[config.mk]
export PLATFORM = sky130hd
export DESIGN_NAME = evb_bank
export DESIGN_NICKNAME = d
export VERILOG_FILES = /design/src/rtl/evb_pkg.sv /design/src/rtl/evb_part_ctl.sv /design/src/rtl/evb_slot.sv /design/src/rtl/evb_bank.sv
export SDC_FILE = /design/constraint.sdc
export NUM_CORES = 1
export LEC_CHECK = 0
export CAP_MARGIN = 30
export CORE_UTILIZATION = 48
export CTS_CLUSTER_DIAMETER = 50
export DETAILED_ROUTE_END_ITERATION = 8
export GPL_TIMING_DRIVEN = 0
export HOLD_SLACK_MARGIN = 0.06
export PLACE_DENSITY_LB_ADDON = 0.15
export SYNTH_ARGS = -nofsm -noshare
export SYNTH_HDL_FRONTEND = slang
export SYNTH_SLANG_ARGS = --single-unit
[constraint.sdc]
create_clock -name clk -period 2.3 [get_ports clk]
set_clock_uncertainty 0.05 [all_clocks]
set_input_delay 0.23 -clock clk [delete_from_list [all_inputs] [get_ports clk]]
set_output_delay 0.23 -clock clk [all_outputs]
set_load 0.02 [all_outputs]
[src/rtl/evb_pkg.sv]
package evb_pkg;

    // Group a counter belongs to, decided by the runtime boundary
    typedef enum logic {
        GRP_LOW  = 1'b0,
        GRP_HIGH = 1'b1
    } grp_e;

endpackage

[src/rtl/evb_part_ctl.sv]
module evb_part_ctl
    import evb_pkg::*;
#(
    parameter int NUM_CTR = 4,
    parameter int BND_W   = $clog2(NUM_CTR + 1)
) (
    input  logic [NUM_CTR-1:0] cnt_en_i,
    input  logic               lo_en_i,
    input  logic               lo_long_i,
    input  logic               hi_en_i,
    input  logic               hi_long_i,
    input  logic               bnd_vld_i,
    input  logic [BND_W-1:0]   bnd_i,
    output logic [NUM_CTR-1:0] run_o,
    output logic [NUM_CTR-1:0] long_o
);

    localparam logic [BND_W-1:0] FULL_BND = BND_W'(NUM_CTR);

    logic [BND_W-1:0] bnd_eff;
    grp_e             grp [NUM_CTR];

    // Effective boundary: absent or oversize values mean "all counters low"
    always_comb begin
        if (!bnd_vld_i || (bnd_i > FULL_BND)) begin
            bnd_eff = FULL_BND;
        end else begin
            bnd_eff = bnd_i;
        end
    end

    for (genvar gi = 0; gi < NUM_CTR; gi++) begin : g_sel
        always_comb begin
            grp[gi]    = (BND_W'(gi) < bnd_eff) ? GRP_LOW : GRP_HIGH;
            long_o[gi] = (grp[gi] == GRP_LOW) ? lo_long_i : hi_long_i;
            run_o[gi]  = cnt_en_i[gi] & ((grp[gi] == GRP_LOW) ? lo_en_i : hi_en_i);
        end
    end

endmodule

[src/rtl/evb_slot.sv]
module evb_slot #(
    parameter int CTR_W   = 64,
    parameter int SHORT_W = 32
) (
    input  logic             clk,
    input  logic             rst_n,
    input  logic             run_i,
    input  logic             long_i,
    input  logic             evt_i,
    input  logic             clr_all_i,
    input  logic             ovf_clr_i,
    output logic [CTR_W-1:0] cnt_o,
    output logic             ovf_o
);

    typedef struct packed {
        logic [CTR_W-1:0] cnt;
        logic             ovf;
    } slot_t;

    slot_t slot_d, slot_q;
    logic  wrap;
    logic  full_ones;
    logic  low_ones;

    always_comb begin
        full_ones = &slot_q.cnt;
        low_ones  = &slot_q.cnt[SHORT_W-1:0];
        slot_d    = slot_q;
        wrap      = 1'b0;
        if (clr_all_i) begin
            slot_d.cnt = '0;
        end else if (run_i && evt_i) begin
            slot_d.cnt = slot_q.cnt + CTR_W'(1);
            wrap       = long_i ? full_ones : low_ones;
        end
        slot_d.ovf = (slot_q.ovf & ~ovf_clr_i) | wrap;
    end

    always_ff @(posedge clk or negedge rst_n) begin
        if (!rst_n) begin
            slot_q <= '0;
        end else begin
            slot_q <= slot_d;
        end
    end

    assign cnt_o = slot_q.cnt;
    assign ovf_o = slot_q.ovf;

    assert_step_R1: assert property (@(posedge clk) disable iff (!rst_n)
        (run_i && evt_i && !clr_all_i) |=> (cnt_o == $past(cnt_o) + CTR_W'(1)));

    assert_hold_R1: assert property (@(posedge clk) disable iff (!rst_n)
        (!(run_i && evt_i) && !clr_all_i) |=> $stable(cnt_o));

    assert_long_wrap_R6: assert property (@(posedge clk) disable iff (!rst_n)
        (run_i && evt_i && !clr_all_i && long_i && full_ones) |=> (cnt_o == '0 && ovf_o));

    assert_clear_zero_R8: assert property (@(posedge clk) disable iff (!rst_n)
        clr_all_i |=> (cnt_o == '0));

    assert_clear_keeps_flag_R9: assert property (@(posedge clk) disable iff (!rst_n)
        (clr_all_i && !ovf_clr_i) |=> (ovf_o == $past(ovf_o)));

    assert_sticky_R10: assert property (@(posedge clk) disable iff (!rst_n)
        (ovf_o && !ovf_clr_i) |=> ovf_o);

endmodule

[src/rtl/evb_bank.sv]
module evb_bank #(
    parameter int NUM_CTR  = 4,
    parameter int CTR_W    = 64,
    parameter int SHORT_W  = 32,
    localparam int BND_W   = $clog2(NUM_CTR + 1)
) (
    input  logic                       clk,
    input  logic                       rst_n,
    input  logic [NUM_CTR-1:0]         evt_i,
    input  logic [NUM_CTR-1:0]         cnt_en_i,
    input  logic                       lo_en_i,
    input  logic                       lo_long_i,
    input  logic                       hi_en_i,
    input  logic                       hi_long_i,
    input  logic                       bnd_vld_i,
    input  logic [BND_W-1:0]           bnd_i,
    input  logic                       clr_all_i,
    input  logic [NUM_CTR-1:0]         ovf_clr_i,
    output logic [NUM_CTR*CTR_W-1:0]   cnt_o,
    output logic [NUM_CTR-1:0]         ovf_o
);

    logic [NUM_CTR-1:0] run;
    logic [NUM_CTR-1:0] long_sel;

    evb_part_ctl #(
        .NUM_CTR (NUM_CTR),
        .BND_W   (BND_W)
    ) u_ctl (
        .cnt_en_i  (cnt_en_i),
        .lo_en_i   (lo_en_i),
        .lo_long_i (lo_long_i),
        .hi_en_i   (hi_en_i),
        .hi_long_i (hi_long_i),
        .bnd_vld_i (bnd_vld_i),
        .bnd_i     (bnd_i),
        .run_o     (run),
        .long_o    (long_sel)
    );

    for (genvar gi = 0; gi < NUM_CTR; gi++) begin : g_slot
        evb_slot #(
            .CTR_W   (CTR_W),
            .SHORT_W (SHORT_W)
        ) u_slot (
            .clk       (clk),
            .rst_n     (rst_n),
            .run_i     (run[gi]),
            .long_i    (long_sel[gi]),
            .evt_i     (evt_i[gi]),
            .clr_all_i (clr_all_i),
            .ovf_clr_i (ovf_clr_i[gi]),
            .cnt_o     (cnt_o[gi*CTR_W +: CTR_W]),
            .ovf_o     (ovf_o[gi])
        );
    end

    // Both enables low: nothing in either group may move
    assert_all_stop_R2: assert property (@(posedge clk) disable iff (!rst_n)
        (!lo_en_i && !hi_en_i && !clr_all_i) |=> $stable(cnt_o));

    // No boundary given: the whole bank is the lower group, so the lower enable stops all
    assert_no_bnd_R4: assert property (@(posedge clk) disable iff (!rst_n)
        (!bnd_vld_i && !lo_en_i && !clr_all_i) |=> $stable(cnt_o));

    // Empty mask: no counter moves whatever the group controls say
    assert_mask_R3: assert property (@(posedge clk) disable iff (!rst_n)
        ((cnt_en_i == '0) && !clr_all_i) |=> $stable(cnt_o));

endmodule

Word level (Yosys, flattened, before mapping) --
Cells that the tools add are included. W data, S select, Z words.
Storage, ports and cells: input port bits 23, bits in registers 260, logic and storage cells 80, RAM bits 0, bits in latches 0, output and inout port bits 260, memories kept 0, memory bits (read-only) 0
Operators by class: shifts and indexed selects 0, multiply operators 0, muxes and demuxes 29, $add $sub $neg 4, bitwise logic cells 16, $lt $le $gt $ge 5, div/mod/pow operators 0, eq/ne operators 0, reduce and logical (&&, ||, !) cells 18
Operators with widths (count):
- $mux W64 | 8
- $add A64 B1 Y64 const B | 4
- $reduce_and A64 Y1 | 4
- $reduce_and A32 Y1 | 4
- $mux W1 | 20
- $and A1 B1 Y1 | 8
- $reduce_bool A2 Y1 | 4
- $lt A1 B3 Y1 const A | 2
- $lt A2 B3 Y1 const A | 2
- $logic_and A1 B1 Y1 | 4
- $not A1 Y1 | 4
- $or A1 B1 Y1 | 4
- $gt A3 B3 Y1 const B | 1
- $mux W3 | 1
- $logic_not A1 Y1 | 1
- $logic_or A1 B1 Y1 | 1

Longest topological paths before layout --
Gate-level depths: netlist of the first run.
depth in word-level cells 10, mapped depth 9, gate-level depth less buffers 6

Cells and area by module --
Synthesis of the first run repeated with hierarchy kept, for this count alone.
Unflattened totals: cell total of the unflattened synthesis 1551, area, all modules 14287.5 sq um
By module, submodules not included:
- evb_slot | sequential area each 1626.6 sq um, times used 4, cells each 383, area an instance 3529.6 sq um
- evb_part_ctl | sequential area each 0.0 sq um, times used 1, cells each 19, area an instance 168.9 sq um

Least setup slack after synthesis of the first run --
Ideal clock, no wire load.
path kind register to register, from register g_slot[3].u_slot.slot_q (netlist bit g_slot[3].u_slot.cnt_o[10]), to register g_slot[3].u_slot.slot_q (netlist bit g_slot[3].u_slot.cnt_o[43]), clock period less this slack 2610 ps, buffers on the path 4, path slack -310 ps, required time 2114 ps, arrival 2423 ps, stages on the path, launching flop included 10, library setup time 136 ps, path through dfrtp_1 nand4_2 or2_1 buf_2 or4_1 buf_2 clkbuf_1 clkbuf_1 o31ai_1 a21oi_1
Between the ends: cells in the longest elaborated chain, start to end 3
RTL lines:
- from (decl) | line evb_slot.sv:21 | slot_t slot_d, slot_q;
- from (signal assigned) | line evb_slot.sv:44 | slot_q <= slot_d;
- $add A64 B1 Y64 | line evb_slot.sv:34 | slot_d.cnt = slot_q.cnt + CTR_W'(1);
- $mux W64 | line evb_slot.sv:33 | end else if (run_i && evt_i) begin
- $mux W64 | line evb_slot.sv:31 | if (clr_all_i) begin
Every way passes these cells. The select of a mux whose other input is x is not followed. A chain may end at the register's enable or synchronous reset.

Worst setup path in the final report of the first run --
from register g_slot[0].u_slot.slot_q (netlist bit g_slot[0].u_slot.cnt_o[3]), to register g_slot[0].u_slot.slot_q (netlist bit g_slot[0].u_slot.cnt_o[63])
Between the ends: cells in the longest elaborated chain, start to end 3
RTL lines (line):
- from (decl) | evb_slot.sv:21
- from (signal assigned) | evb_slot.sv:44
- $add A64 B1 Y64 | evb_slot.sv:34
- $mux W64 | evb_slot.sv:33
- $mux W64 | evb_slot.sv:31
Every way passes these cells. The select of a mux whose other input is x is not followed.

==> metrics.txt, run 1 <==
worst setup path endpoint g_slot[0].u_slot.cnt_o[63]; total CTS buffers 36; setup repair after global routing missed its margin true; RR Startpoint g_slot[0].u_slot.cnt_o[3]; root buffer selected by CTS clkbuf_16; Final min period 2.36 ns; Worst-Margin Slew 0.749 ns; num ports 283; Area Overhead vs Synth 45.8%; most instantiated cells after synthesis dfrtp_1, a21oi_1, nor2_1, or4_1, nand3_1; top post-synthesis cells by area dfrtp_1, a21oi_1, or4_1; cell row count 63; Worst Hold Class in2async; DRT Pass-1 Iters 5; EDFF count, synth 0; worst r2r dst g_slot[0].u_slot.cnt_o[63]; Skew-Pair Late Insertion Delay 0.51 ns; Netlist cell types 56; post-route ant nets 0; worst path cell trace nand4_1, or4_4, or4_4, or4_4, a21oi_2; GP Congestion 0.947; grt ovf 0; Synth Warn # 0; delay of the slowest critical-path stage 0.58 ns; routed vias 16300; Clock transition at path regs 0.05 ns; Arr. time, crit path 2.74 ns; Post-Layout Inst Area 21500 um^2; cell area after placement 18300 um^2; Detailed Route WL 53.1 mm; Setup crit end kind flop; first-pass GRT wire length 81.8 mm; post-synthesis sequential area ratio 44.1%; vias per cell 6.51; DRC errors left 0; CP most frequent cell or4_4; gate count after technology mapping 1663; Synth top area share 44.1%; GRT Total Usage 32.4%; Setup CP Type reg2reg; Final Non-Filler Cells 2508; Worst Setup SP g_slot[0].u_slot.cnt_o[3]; number of global-route vias before repair 15200; nets@finish 2120; CTS sink cnt 260; Filler Cell Count 2219; Crit Path Max Fanout 7; most frequent cell after synthesis dfrtp_1; CTS tree yes; Buffers on Ports 281; flops & latches, synth 260; initial antenna violation count 2; First DRT Iteration DRCs 1699; width of the die 177 um; die area 31400 um^2; Initial Util 49.2%; Hold Fails Final Rpt 0; Final Slew Violations 0; largest net degree at the start of global routing 111; WP depth 5; Mapped Area 14700 um^2; Buf+Inv Stages, Crit Path 0; Synth Area per Inst 8.87 um^2; syn nets 1690; fin worst setup slack -0.0561 ns; dpl hpwl 34.3 mm; fraction of registers with async set/reset 100%; WL/cell 21.2 um; CP delay by family, top simple AND/OR/NAND/NOR gates; htree depth 2; die height 177 um; Final period util 102%; Rel. slew slack 50.1%; CP startpoint kind flop; main flop type after synthesis dfrtp_1; Reg2Reg Depth 5; max cap viols 0; Max Buffers Root-to-Sink 3; pre-CTS setup slack -1.30 ns; largest area contributor in the netlist dfrtp_1; Core Box Area 30000 um^2; status finished with violations; PwrDens 500 nW/um^2; share of layout cells above drive strength 1 24.1%; CP Data Required Time 2.68 ns; LEAKAGE 7.64 nW; R2R setup slack -0.06 ns; failing checks setup timing; Critical-path top delay cell or4_4; f_max 424 MHz; placed cell count 2338; VDD IR max 0.404 mV; count of final setup violators 7
==> through the flow <==
stage | util [%] | hold slack [ns] | total power, mW | TNS [ns]
CTS | 68.6 | 0.204 | 10.8 | -1.36
global placement | 60.8 | 0.455 | 5.04 | -3100.80
floorplan | - | -0.116 | 4.80 | -0.793
global route | 71.8 | 0.232 | 11.0 | -2.31
detailed placement | 61.1 | 0.136 | 5.04 | -288.01
finish | 71.8 | 0.192 | 10.8 | -0.123
==> routing by layer <==
layer | wire, um | global-route usage, % | vias up
met5 | 0 | 0 | -
met4 | 1910 | 12.7 | 0
met3 | 4420 | 6.41 | 153
met2 | 25200 | 51.6 | 830
met1 | 21600 | 43.5 | 8099
li1 | - | - | 7243
==> flip-flops by register name, indices dropped and copies added, names as in the netlist <==
signal,cells
g_slot.u_slot.cnt_o,256
g_slot.u_slot.ovf_o,4
==> report_power, final <==
part	internal [mW]	total, mW	switching [mW]
clock	3.66	5.76	2.10
sequential	4.58	4.59	0.00949
combinational	0.107	0.402	0.295
==> logic make-up after synthesis <==
| group | after synthesis | share of synthesized area [%] |
|---|---|---|
| flops | 260 | 44.1 |
| buf+inv | 137 | 3.66 |
| compound gates | 378 | 15.4 |
| mux | 22 | 1.63 |
| simple gates | 791 | 30.6 |
| xor+xnor | 71 | 4.22 |
| fa+ha+maj | 4 | 0.339 |
==> worst min-delay path by stage <==
stage | from | endpoint | slack (ns) | depth (start not counted)
floorplan | rst_n | g_slot[0].u_slot.cnt_o[0] | -0.12 | 0
global placement | g_slot[3].u_slot.ovf_o | g_slot[3].u_slot.ovf_o | 0.46 | 1
detailed placement | rst_n | g_slot[2].u_slot.cnt_o[39] | 0.14 | 1
CTS | rst_n | g_slot[2].u_slot.cnt_o[39] | 0.20 | 2
global route | rst_n | g_slot[2].u_slot.cnt_o[39] | 0.23 | 2
finish | rst_n | g_slot[2].u_slot.cnt_o[37] | 0.19 | 2
==> worst register-to-register path, cell delays in order (launching register included) <==
cell and delay, ns:
dfrtp_2 0.36, nand4_1 0.15, or4_4 0.58, or4_4 0.50, or4_4 0.51, a21oi_2 0.14
==> what timing repair did <==
item | 4_1_cts | 5_1_grt
endpoints found under the hold margin | 50 | 0
setup buffers | 73 | 46
gates cloned | 2 | 2
pin swaps | 50 | 51
hold buffers | 1 | 0
endpoints found under the setup margin | 260 | 178
gates resized for setup | 148 | 209
==> layout by cell type, fill, tap and decap left out, types with 14 or more instances in the layout <==
| cell | synthesis | layout |
|---|---|---|
| clkbuf_16 | 0 | 37 |
| a21oi_2 | 0 | 25 |
| or3_1 | 62 | 58 |
| dfrtp_2 | 0 | 76 |
| nand4_1 | 104 | 104 |
| or4_4 | 0 | 33 |
| o31ai_1 | 100 | 78 |
| nor2b_1 | 14 | 14 |
| o31ai_2 | 0 | 15 |
| o21ai_0 | 61 | 55 |
| clkbuf_2 | 0 | 22 |
| clkbuf_1 | 87 | 27 |
| and3_1 | 26 | 24 |
| nor3_1 | 37 | 30 |
| nand3_1 | 106 | 97 |
| a21oi_1 | 176 | 149 |
| inv_1 | 36 | 36 |
| xnor2_1 | 56 | 56 |
| clkdlybuf4s50_1 | 0 | 275 |
| nor4_1 | 46 | 27 |
| nor2_1 | 113 | 108 |
| dfrtp_1 | 260 | 184 |
| buf_4 | 4 | 125 |
| or4_1 | 113 | 80 |
| and4_1 | 27 | 17 |
| xor2_1 | 15 | 15 |
| nand2_1 | 100 | 95 |
| mux2_2 | 16 | 15 |
==> cell type report <==
| cell class | instances | area (um^2) | share of cell area [%] |
|---|---|---|---|
| repair buffers | 409 | 3830 | 17.8 |
| plain buffers | 84 | 581 | 2.70 |
| multi-input cells | 1266 | 8640 | 40.2 |
| flip-flops and latches | 260 | 6600 | 30.7 |
| well taps | 390 | 488 | 2.27 |
| inverters | 36 | 135 | 0.629 |
| clock buffers | 51 | 1030 | 4.78 |
| clock inverters | 10 | 181 | 0.844 |
| diodes | 2 | 5.00 | 0.0233 |
(Power assumes the default switching activity.)
==> run 2, diff against run 1 <==
- CORE_MARGIN: not set -> 5
==> metrics.txt, run 2 (synthesis gave the netlist of run 1 again) <==
DRT Pass-1 Iters 8 (+3); Setup crit end kind flop; number of global-route vias before repair 15400 (+1.1%); Rel. slew slack 50.6% (+0.57 points); nets@finish 2139 (+0.90%); TNS Setup -1.09 ns (-0.962 ns); Worst-Margin Slew 0.741 ns (-0.00848 ns); WL/cell 21.4 um (+1.1%); LEAKAGE 7.91 nW (+3.5%); share of layout cells above drive strength 1 26.9% (+2.9 points); Worst Setup SP g_slot[0].u_slot.cnt_o[10]; Buffers on Ports 281 (unchanged); R2R setup slack -0.19 ns (-0.13 ns); first-pass GRT wire length 82.7 mm (+1.2%); CTS sink cnt 260 (unchanged); max FFs per register 256 (unchanged); Arr. time, crit path 2.86 ns (+0.12 ns); f_max 402 MHz (-5.3%); VDD IR max 0.532 mV (+32%); Final Slew Violations 0 (unchanged); CTS tree yes; initial antenna violation count 4 (+2); Skew-Pair Late Insertion Delay 0.51 ns (about the same); setup repair after global routing missed its margin true; Final min period 2.49 ns (+0.131 ns); Initial Util 48.5% (-0.77 points); num ports 283 (unchanged); max cap viols 0 (unchanged); status finished with violations; fin worst setup slack -0.187 ns (-0.131 ns); width of the die 185 um (+4.5%); RR Startpoint g_slot[0].u_slot.cnt_o[10]; Clock transition at path regs 0.06 ns (about the same); dpl hpwl 35.3 mm (+2.9%); Hold Fails Final Rpt 0 (unchanged); Setup CP Type reg2reg; largest net degree at the start of global routing 99 (-11%); DRC errors left 0 (unchanged); commonest non-fill, non-tap cell in the layout clkdlybuf4s50_1; GRT Total Usage 29.4% (-3.0 points); failing checks setup timing; CP startpoint kind flop; post-route ant nets 0 (unchanged); htree depth 2 (unchanged); CP Data Required Time 2.67 ns (about the same); routed vias 16300 (+0.067%); root buffer selected by CTS clkbuf_16; cell row count 64 (+1.6%); die height 185 um (+4.5%); Final period util 108% (+5.7 points); Worst Hold Class in2async; First DRT Iteration DRCs 1705 (+0.35%); total CTS buffers 36 (unchanged); pre-CTS setup slack -1.25 ns (+0.0508 ns); die area 34300 um^2 (+9.2%); grt ovf 0 (unchanged); vias per cell 6.43 (-1.2%); count of final setup violators 13 (+6); Detailed Route WL 54.4 mm (+2.4%); Max Buffers Root-to-Sink 3 (unchanged); Area Overhead vs Synth 49.9%; Crit Path Max Fanout 6 (-1); Core Box Area 30400 um^2 (+1.6%); commonest non-fill, non-tap cells in the layout clkdlybuf4s50_1, dfrtp_1, buf_4, a21oi_1, nor2_1; GP Congestion 0.907 (-4.2%); PwrDens 500 nW/um^2 (-0.14%)
-- run 2: cell count changes in the layout (fill, tap and decap cells not counted), sizes merged, moves of 2 or more --
cell    before  now
buf        162  177
bufinv       5    7
clkbuf     101   99
clkinv       4    8
diode        2    6
inv         36   38
-- run 2: final cells by class --
type,count,area (um^2)
fillers,2197,8320
inverters,36,135
multi-input cells,1266,8970
plain buffers,84,586
clock inverters,19,304
clock buffers,45,986
well taps,396,495
flip-flops and latches,260,6600
repair buffers,428,4020
diodes,6,15.0
-- run 2: layer usage --
layer / up-vias / routed length [um] / global-route usage [%] / share of wire, %
met5: - / 0 / 0 / 0
met4: 0 / 1900 / 10.8 / 3.5
met3: 150 / 4460 / 5.68 / 8.2
met2: 817 / 26200 / 47.7 / 48
met1: 8065 / 21800 / 39.5 / 40
li1: 7304 / - / - / -
-- run 2: what timing repair did --
item,CTS,global route
cloned,3,1
setup buffers,86,54
endpoints found under the hold margin,87,0
resized for setup,145,270
hold buffers,1,0
pin swaps,57,74
setup endpoints to repair,260,178
-- run 2: final timing paths --
kind | endpoint | depth (start not counted)
worst max-delay path | g_slot[0].u_slot.cnt_o[29] | 7
worst min-delay path | g_slot[2].u_slot.cnt_o[38] | 2
worst max register to register | g_slot[0].u_slot.cnt_o[29] | 7
worst min register to register | g_slot[3].u_slot.ovf_o | 1
max in group asynchronous | g_slot[3].u_slot.cnt_o[11] | 3
min in group clk | g_slot[3].u_slot.ovf_o | 3
-- run 2: critical path: stages, from the launching register on --
cell,delay [ns]
dfrtp_1,0.35
nand4_1,0.16
buf_4,0.18
or4_4,0.44
buf_8,0.16
or4_4,0.52
or3_1,0.34
a21oi_1,0.20
-- run 2: stage by stage --
step           instance area, um^2  power (mW)  utilization, %  hold WS (ns)  std cells
2_1_floorplan                14900        4.80               -        -0.116       1663
3_3_place_gp                 18200        5.04            59.9         0.442       2340
3_5_place_dp                 18300        5.04            60.1         0.251       2344
4_1_cts                      20700        11.1            68.1         0.286       2483
5_1_grt                      22100        11.3            72.7         0.317       2539
6_report                     22100        11.0            72.7         0.276       2540
-- run 2: report_power, final --
group | internal, mW | leakage, nW | switching, mW | total, mW
combinational | 0.106 | 3.78 | 0.293 | 0.399
clock | 3.85 | 0.626 | 2.20 | 6.06
sequential | 4.58 | 3.50 | 0.0109 | 4.59
